File: src/rtl/sbsram_pkg.sv
`timescale 1ns/1ps
package sbsram_pkg;

    localparam int BURST_W = 2;

    typedef enum logic [2:0] {
        CYC_DESEL = 3'd0,
        CYC_SLEEP = 3'd1,
        CYC_BEGIN = 3'd2,
        CYC_CONT  = 3'd3,
        CYC_SUSP  = 3'd4
    } cyc_kind_e;

    typedef enum logic [1:0] {
        SRC_NONE = 2'd0,
        SRC_EXT  = 2'd1,
        SRC_NEXT = 2'd2,
        SRC_CUR  = 2'd3
    } addr_src_e;

    typedef struct packed {
        cyc_kind_e kind;
        logic      wr;
        addr_src_e src;
    } cyc_t;

    localparam cyc_t CYC_IDLE = '{kind: CYC_DESEL, wr: 1'b0, src: SRC_NONE};

    function automatic logic [BURST_W-1:0] burst_step(input logic [BURST_W-1:0] c);
        return c + 1'b1;
    endfunction

    function automatic logic is_burst(input cyc_kind_e k);
        return (k == CYC_BEGIN) || (k == CYC_CONT) || (k == CYC_SUSP);
    endfunction

endpackage

File: src/rtl/sbsram_decode.sv
`timescale 1ns/1ps
module sbsram_decode
    import sbsram_pkg::*;
#(
    parameter int BYTES = 2
) (
    input  logic             sleep_req,
    input  logic             sel_a_n,
    input  logic             sel_b,
    input  logic             sel_c_n,
    input  logic             start_host_n,
    input  logic             start_ctrl_n,
    input  logic             step_n,
    input  logic             global_wr_n,
    input  logic             group_wr_n,
    input  logic [BYTES-1:0] lane_wr_n,
    input  logic             burst_live,
    output cyc_t             cyc,
    output logic [BYTES-1:0] lane_en
);

    logic wr_active;
    logic selected;
    logic any_strobe;

    assign wr_active  = ~global_wr_n | (~group_wr_n & ~(&lane_wr_n));
    assign selected   = ~sel_a_n & sel_b & ~sel_c_n;
    assign any_strobe = ~start_host_n | ~start_ctrl_n;

    for (genvar b = 0; b < BYTES; b++) begin : g_lane
        assign lane_en[b] = ~global_wr_n | (~group_wr_n & ~lane_wr_n[b]);
    end

    always_comb begin
        cyc = CYC_IDLE;
        if (sleep_req) begin
            cyc.kind = CYC_SLEEP;
        end else if (sel_a_n && !start_ctrl_n) begin
            cyc = CYC_IDLE;
        end else if (!sel_a_n && any_strobe && !selected) begin
            cyc = CYC_IDLE;
        end else if (!sel_a_n && !start_host_n) begin
            cyc.kind = CYC_BEGIN;
            cyc.src  = SRC_EXT;
            cyc.wr   = 1'b0;
        end else if (!start_ctrl_n) begin
            cyc.kind = CYC_BEGIN;
            cyc.src  = SRC_EXT;
            cyc.wr   = wr_active;
        end else if (!burst_live) begin
            cyc = CYC_IDLE;
        end else if (!step_n) begin
            cyc.kind = CYC_CONT;
            cyc.src  = SRC_NEXT;
            cyc.wr   = wr_active;
        end else begin
            cyc.kind = CYC_SUSP;
            cyc.src  = SRC_CUR;
            cyc.wr   = wr_active;
        end
    end

endmodule

File: src/rtl/sbsram_addr.sv
`timescale 1ns/1ps
module sbsram_addr
    import sbsram_pkg::*;
#(
    parameter int AW = 4
) (
    input  logic          clk,
    input  logic          rst,
    input  cyc_t          cyc,
    input  logic [AW-1:0] ext_addr,
    output logic [AW-1:0] tgt_addr,
    output logic [AW-1:0] cur_addr,
    output logic          burst_live
);

    localparam int HI_W = AW - BURST_W;

    always_comb begin
        unique case (cyc.src)
            SRC_EXT:  tgt_addr = ext_addr;
            SRC_NEXT: tgt_addr = {cur_addr[AW-1 -: HI_W], burst_step(cur_addr[BURST_W-1:0])};
            default:  tgt_addr = cur_addr;
        endcase
    end

    always_ff @(posedge clk) begin
        if (rst) begin
            cur_addr   <= '0;
            burst_live <= 1'b0;
        end else begin
            unique case (cyc.kind)
                CYC_BEGIN: begin
                    cur_addr   <= tgt_addr;
                    burst_live <= 1'b1;
                end
                CYC_CONT, CYC_SUSP: cur_addr <= tgt_addr;
                CYC_DESEL: burst_live <= 1'b0;
                default: ;
            endcase
        end
    end

    AST_BURST_WRAP: assert property (@(posedge clk) disable iff (rst)
        (cyc.kind == CYC_CONT) |=>
            (cur_addr[BURST_W-1:0] == BURST_W'($past(cur_addr[BURST_W-1:0]) + 1'b1)) &&
            (cur_addr[AW-1 -: HI_W] == $past(cur_addr[AW-1 -: HI_W])));

    AST_SUSP_HOLD: assert property (@(posedge clk) disable iff (rst)
        (cyc.kind == CYC_SUSP) |=> $stable(cur_addr));

    AST_SLEEP_HOLD: assert property (@(posedge clk) disable iff (rst)
        (cyc.kind == CYC_SLEEP) |=> ($stable(cur_addr) && $stable(burst_live)));

endmodule

File: src/rtl/sbsram_store.sv
`timescale 1ns/1ps
module sbsram_store #(
    parameter int AW    = 4,
    parameter int BYTES = 2
) (
    input  logic               clk,
    input  logic               we,
    input  logic [BYTES-1:0]   lane_en,
    input  logic [AW-1:0]      waddr,
    input  logic [8*BYTES-1:0] wdata,
    input  logic [AW-1:0]      raddr,
    output logic [8*BYTES-1:0] rdata
);

    localparam int DEPTH = 1 << AW;

    logic [8*BYTES-1:0] mem [DEPTH];

    always_ff @(posedge clk) begin
        for (int b = 0; b < BYTES; b++) begin
            if (we && lane_en[b]) begin
                mem[waddr][b*8 +: 8] <= wdata[b*8 +: 8];
            end
        end
    end

    assign rdata = mem[raddr];

endmodule

File: src/rtl/sbsram_seq.sv
`timescale 1ns/1ps
module sbsram_seq
    import sbsram_pkg::*;
#(
    parameter int AW    = 4,
    parameter int BYTES = 2
) (
    input  logic               clk,
    input  logic               rst,
    input  logic               sleep_req,
    input  logic               sel_a_n,
    input  logic               sel_b,
    input  logic               sel_c_n,
    input  logic               start_host_n,
    input  logic               start_ctrl_n,
    input  logic               step_n,
    input  logic               global_wr_n,
    input  logic               group_wr_n,
    input  logic [BYTES-1:0]   lane_wr_n,
    input  logic               out_en_n,
    input  logic [AW-1:0]      addr,
    input  logic [8*BYTES-1:0] din,
    output logic [8*BYTES-1:0] dout,
    output logic               dout_oe,
    output logic [2:0]         cycle_kind,
    output logic               cycle_wr,
    output logic [1:0]         addr_src
);

    cyc_t             cyc_dec;
    cyc_t             cyc_q;
    logic [BYTES-1:0] lane_en;
    logic [AW-1:0]    tgt_addr;
    logic [AW-1:0]    cur_addr;
    logic             burst_live;
    logic             wr_now;
    logic             rd_cycle;

    sbsram_decode #(.BYTES(BYTES)) u_dec (
        .sleep_req    (sleep_req),
        .sel_a_n      (sel_a_n),
        .sel_b        (sel_b),
        .sel_c_n      (sel_c_n),
        .start_host_n (start_host_n),
        .start_ctrl_n (start_ctrl_n),
        .step_n       (step_n),
        .global_wr_n  (global_wr_n),
        .group_wr_n   (group_wr_n),
        .lane_wr_n    (lane_wr_n),
        .burst_live   (burst_live),
        .cyc          (cyc_dec),
        .lane_en      (lane_en)
    );

    sbsram_addr #(.AW(AW)) u_addr (
        .clk        (clk),
        .rst        (rst),
        .cyc        (cyc_dec),
        .ext_addr   (addr),
        .tgt_addr   (tgt_addr),
        .cur_addr   (cur_addr),
        .burst_live (burst_live)
    );

    assign wr_now = ~rst & is_burst(cyc_dec.kind) & cyc_dec.wr;

    sbsram_store #(.AW(AW), .BYTES(BYTES)) u_mem (
        .clk     (clk),
        .we      (wr_now),
        .lane_en (lane_en),
        .waddr   (tgt_addr),
        .wdata   (din),
        .raddr   (cur_addr),
        .rdata   (dout)
    );

    always_ff @(posedge clk) begin
        if (rst) cyc_q <= CYC_IDLE;
        else     cyc_q <= cyc_dec;
    end

    assign rd_cycle   = is_burst(cyc_q.kind) & ~cyc_q.wr;
    assign dout_oe    = rd_cycle & ~out_en_n;
    assign cycle_kind = cyc_q.kind;
    assign cycle_wr   = cyc_q.wr;
    assign addr_src   = cyc_q.src;

    AST_HOST_READ: assert property (@(posedge clk) disable iff (rst)
        (!sleep_req && !sel_a_n && sel_b && !sel_c_n && !start_host_n) |=>
            (cycle_kind == CYC_BEGIN && !cycle_wr && addr_src == SRC_EXT));

    AST_IDLE_NO_DRIVE: assert property (@(posedge clk) disable iff (rst)
        (cycle_kind == CYC_DESEL || cycle_kind == CYC_SLEEP) |-> !dout_oe);

    AST_WR_MASKS_OE: assert property (@(posedge clk) disable iff (rst)
        cycle_wr |-> !dout_oe);

    AST_ORPHAN_DESEL: assert property (@(posedge clk) disable iff (rst)
        (!burst_live && !sleep_req && start_ctrl_n && (start_host_n || sel_a_n)) |=>
            (cycle_kind == CYC_DESEL));

endmodule

File: config.mk
export PLATFORM = sky130hd
export DESIGN_NAME = sbsram_seq
export DESIGN_NICKNAME = d
export VERILOG_FILES = /design/src/rtl/sbsram_pkg.sv /design/src/rtl/sbsram_decode.sv /design/src/rtl/sbsram_addr.sv /design/src/rtl/sbsram_store.sv /design/src/rtl/sbsram_seq.sv
export SDC_FILE = /design/constraint.sdc
export NUM_CORES = 1
export LEC_CHECK = 0
export ABC_AREA = 1
export BUFFER_PORTS_ARGS = -buffer_cell sky130_fd_sc_hd__buf_2
export CAP_MARGIN = 20
export CORE_ASPECT_RATIO = 0.75
export CORE_UTILIZATION = 40
export DETAILED_ROUTE_END_ITERATION = 16
export GPL_TIMING_DRIVEN = 0
export HOLD_SLACK_MARGIN = 0.03
export PLACE_DENSITY = 0.62
export SLEW_MARGIN = 20
export SYNTH_ARGS = -nofsm -noshare
export SYNTH_HDL_FRONTEND = slang
export SYNTH_SLANG_ARGS = --single-unit
export TNS_END_PERCENT = 50
File: constraint.sdc
create_clock -name clk -period 4.36 [get_ports clk]
set_input_delay 0.218 -clock clk [delete_from_list [all_inputs] [get_ports clk]]
set_output_delay 0.218 -clock clk [all_outputs]
set_load 0.01 [all_outputs]
# Yosys cells after proc, flatten, opt, wreduce, memory -nomap -nowiden
# Memories as Yosys holds them, arrays and structs flattened. A register that Yosys moved wholly into a read port is not among the register bits.
# Index checks and enable logic that the tools add are counted.
# classes
muxes	16
n_reduce_logical	18
eq_ne	8
bitwise_logic	25
n_addsub	1
# op_table
operator	n
$mux W6	6
$eq A3 B2 Y1 const B	4
$not A1 Y1	12
$and A1 B1 Y1	9
$mux W4	2
$pmux W4 S2	1
$eq A3 B3 Y1 const B	2
$logic_and A1 B1 Y1	6
$mux W3	2
$logic_not A1 Y1	4
$logic_or A1 B1 Y1	4
$mux W1	4
$or A1 B1 Y1	4
$logic_not A3 Y1	1
$reduce_or A3 Y1	1
$add A2 B1 Y2 const B	1
$eq A2 B1 Y1 const B	1
$eq A2 B2 Y1 const B	1
$pmux W1 S2	1
$reduce_and A2 Y1	1
$reduce_bool A2 Y1	1
# word_totals
mem_bits_rw	256
output_inout_bits	23
mem_count	1
input_bits	34
elab_cells	74
ff_bits	11
# mem_list
memory	depth	word_bits	rd	rd_clocked_by_memory_dff	wr	line	source
u_mem.mem	16	16	1	1	1	sbsram_store.sv:17	logic [8*BYTES-1:0] mem [DEPTH];

# Logic depth before layout (Yosys ltp)
# logic_depth
depth_word	19
ltp_mapped	15
depth_no_buf	15

# Modules after synthesis
# A second synthesis with hierarchy kept.
# unflattened
cells_unflattened	1220
area_unflattened_um2	11910.2
# by_module_without_submodules
mod	n_inst	seq_area_each_um2	area_each_um2	cells_per_inst
sbsram_store	1	7687.4	11204.5	1097
sbsram_addr	1	100.1	354.1	61
sbsram_seq	1	120.1	210.2	29
sbsram_decode	1	0.0	141.4	33

# Worst setup path before layout
# No wires, ideal clock.
# synth_path
kind	register to register
startpoint	register u_addr.burst_live
endpoint	memory u_mem.mem[10][10] in the netlist's numbering, enable pin
setup_slack_ns	1.842
setup_ns	0.370
required_ns	3.990
arrival_time_ns	2.147
period_less_slack_ns	2.518
path_stages_with_launch	15
path_buffers	1
cell_sequence	dfxtp_1 > nand2_1 > inv_1 > nor3_1 > nor2_1 > inv_1 > ha_1 > clkinv_1 > nand2_1 > nand3_1 > nand2_1 > buf_2 > nor2_1 > nand2_1 > nor2_1
# synth_lines
item	line	source
start: declaration	sbsram_addr.sv:13	output logic burst_live
start signal: assignment	sbsram_addr.sv:29	burst_live <= 1'b0;
start signal: assignment	sbsram_addr.sv:34	burst_live <= 1'b1;
start signal: assignment	sbsram_addr.sv:37	CYC_DESEL: burst_live <= 1'b0;
end: declaration	sbsram_store.sv:17	

==> flow_summary.ini <==
[timing]
setup_viol = 0
finalClockSkew_ns = 0.00954
tightest_slew_ns = 1.06
slew_viol_final = 0
fin_tns_setup_ns = 0
max_freq_mhz = 286
fin_crit_sh_pct = 80.2
rsz0062_at_grt = false
hold_violations = 0
max_slew_margin_pct = 29.2
min_period_ns = 3.50

[critical_path]
crit_fanout = 8
worstPathCellList = nand2_1 -> inv_1 -> nor3_1 -> nor2_1 -> inv_1 -> ha_1 -> clkinv_1 -> nand3_1 -> nand3_1 -> nor2_1 -> nand2_1 -> nor2_1
cp-end-kind = flip-flop
path_common_cell = nor2_1
cp-endpoint = u_mem.mem[8][2]
cp-start-kind = flip-flop
critical_path_required_ns = 4.54
r2r_cells = 12
crit_family = simple AND/OR/NAND/NOR gates
crit_start = u_addr.burst_live
cp.depth = 12
cp.arrival_ns = 3.67
slowest_delay_ns = 0.80
crit_buf_inv = 3
reg2reg_from = u_addr.burst_live
rrSetupSlack_ns = 0.86
r2r-end = u_mem.mem[8][2]
cpMaxStageDelayCell = nor2_1
crit_type = flip-flop to flip-flop

[logic_synthesis]
synth_area_sq_um = 11400
ys_types = 28
ys.flop_type = edfxtp_1
async_flop_share_pct = 0
syn_area_per_cell_sq_um = 11.7
synth_top_area_cell = edfxtp_1
synth_top_area_share_pct = 67.2
ys_seq_area_share_pct = 69.9
ys_ff_latch = 271
ys_top_cells_by_area = edfxtp_1, o211ai_1, nand3_1
syn_nets = 1016
syn_inst = 980
synth_edf_count = 256
synth.most_common_cell = edfxtp_1
yosysWarnings = 0
synth_common_cells = edfxtp_1, inv_1, nand2_1

[clock_network]
cts.clk_slew.worst_paths_ns = 0.06
clock-sinks = 271
cts-buffers-inserted = 27
post_cts_buffers = 0
insertion_delay_ns = 0.56
htreeDepth = 1
cts_resized = 0
cts_tree = built
max-clock-path-buffers = 3
clockRootBuffer = clkbuf_16

[die]
die-area_sq_um = 29300
ioPinCount = 57
start_util_pct = 40.8
die_h_um = 148
fp.dieW_um = 197
rows = 53
fp.coreArea_sq_um = 28100

[place]
gp_routability_congestion = 0.933
place_hpwl_um = 20800
place_inst = 1421
placed_area_sq_um = 12200
portBuffers = 56

[grt]
met1_usage_pct = 32.6
grt_pass1_wl_um = 45200
grt_util_met3_pct = 3.61
use_met2_pct = 31.2
gr-total-overflow = 0
grt_pass1_vias = 7118
grt_start_max_net_pins = 17
track_usage_pct = 21.2
antenna_found_initial = 0
grt_busiest_layer = met1

[detailed_routing]
drt_iter0_markers = 748
drtAntennaViolNets = 0
drc_errors = 0
firstDrtPassIters = 5
vias = 7704
drt-total-wl_um = 30700
wl_per_cell_um = 20.9
viasPerCell = 5.24

[power]
leakagePower_nw = 4.76
peakVddDrop_mv = 0.235
p_sw_mw = 1.41
combPwrFrac_pct = 10.3
clock_power_share_pct = 39.2
p_per_area_nw_per_um2 = 435
power_mw = 5.68
seqPwrFrac_pct = 50.4
p_int_mw = 4.27
p_sw_share_pct = 24.9

[status]
outcome = finished clean

[cells_and_area]
final_util_pct = 46.5
drive_gt1_share_pct = 13.7
syn_to_final_growth_pct = 14.1
fin_area_sq_um = 13000
finalNetCount = 1102
fin_cells = 1470

[worst_hold_path]
hp-class = input port to flip-flop

[job]
maxCapViolations = 0
## final cells by class
cell class / count / area, sq um
inverter: 154 / 578
sequential: 271 / 7990
multi-input combinational: 500 / 2600
timing repair buffer: 57 / 290
clock inverter: 11 / 70.1
antenna: 1 / 2.50
tap: 385 / 482
fill: 2583 / 15000
clock buffer: 36 / 772
buffer: 55 / 269
## worst min-delay path by stage
stage,start,to,slack (ns),cells after the start
4_1_cts,din[15],u_mem.mem[3][15],0.05,1
3_5_place_dp,rst,addr_src[0],0.48,2
3_3_place_gp,rst,addr_src[0],0.49,2
5_1_grt,din[15],u_mem.mem[0][15],0.06,1
2_1_floorplan,rst,cycle_kind[0],0.29,1
6_report,step_n,cycle_kind[0],0.06,4
## per-layer routing
layer  wire length [um]  up-vias
met2              13100      359
met4                697        0
met5                  0        -
met3               3130       50
li1                   -     3610
met1              13700     3685
## cells by family after synthesis
group,after synthesis,share of synthesized area [%]
AOI/OAI and AO/OA,179,9.89
buffers and inverters,209,7.41
and+or+nand+nor,319,12.6
adders and majority gates,2,0.219
DFF,271,69.9
## what timing repair did
| item | in CTS | in global routing |
|---|---|---|
| hold buffers | 1 | 0 |
| endpoints found under the hold margin | 5 | 0 |
| setup endpoints to repair | 0 | 0 |
## metrics by stage
| stage | setup WS, ns | hold slack, ns |
|---|---|---|
| after floorplan | 1.84 | 0.287 |
| after global placement | 0.945 | 0.490 |
| after detailed placement | 0.868 | 0.480 |
| after CTS | 0.954 | 0.0459 |
| after global routing | 0.654 | 0.0614 |
| final | 0.864 | 0.0561 |
## power by group through the flow
stage	sequential (mW)	combinational, mW	clock [mW]
after detailed placement	2.92	0.577	0
after global placement	2.92	0.571	0
after global routing	2.86	0.633	2.35
final	2.86	0.587	2.23
after floorplan	2.92	0.317	0
after CTS	2.86	0.579	2.25
## state kept, by name, summed over array words and instances, names as in the netlist, named ones only
register and count:
addr_src 2, u_mem.mem 256, cycle_wr 1, u_addr.burst_live 1, cycle_kind 3, u_addr.cur_addr 4
## layout by cell type (no fill, tap or decap)
master,count
a21oi_1,46
and3_2,1
buf_1,5
buf_2,85
buf_4,3
buf_6,2
clkbuf_1,21
clkbuf_16,29
clkbuf_8,2
clkinv_1,4
clkinv_2,6
clkinv_4,1
dfxtp_1,15
diode_2,1
dlygate4sd3_1,1
edfxtp_1,256
ha_1,2
inv_1,152
inv_16,1
inv_2,1
nand2_1,135
nand2_2,3
nand3_1,114
nand3_2,2
nand3b_1,2
nand4_1,3
nand4_4,2
nor2_1,46
nor2_2,5
nor2_4,1
nor3_1,4
o211ai_1,88
o21ai_0,41
o21ai_2,4
or2_2,1
## worst register-to-register path, cell delays in order, from the launching register on
cell and delay, ns:
dfxtp_1 0.42, nand2_1 0.08, inv_1 0.09, nor3_1 0.05, nor2_1 0.13, inv_1 0.09
ha_1 0.31, clkinv_1 0.16, nand3_1 0.15, nand3_1 0.26, nor2_1 0.41, nand2_1 0.17
nor2_1 0.80
No activity file was read; power rests on OpenSTA's default activity.
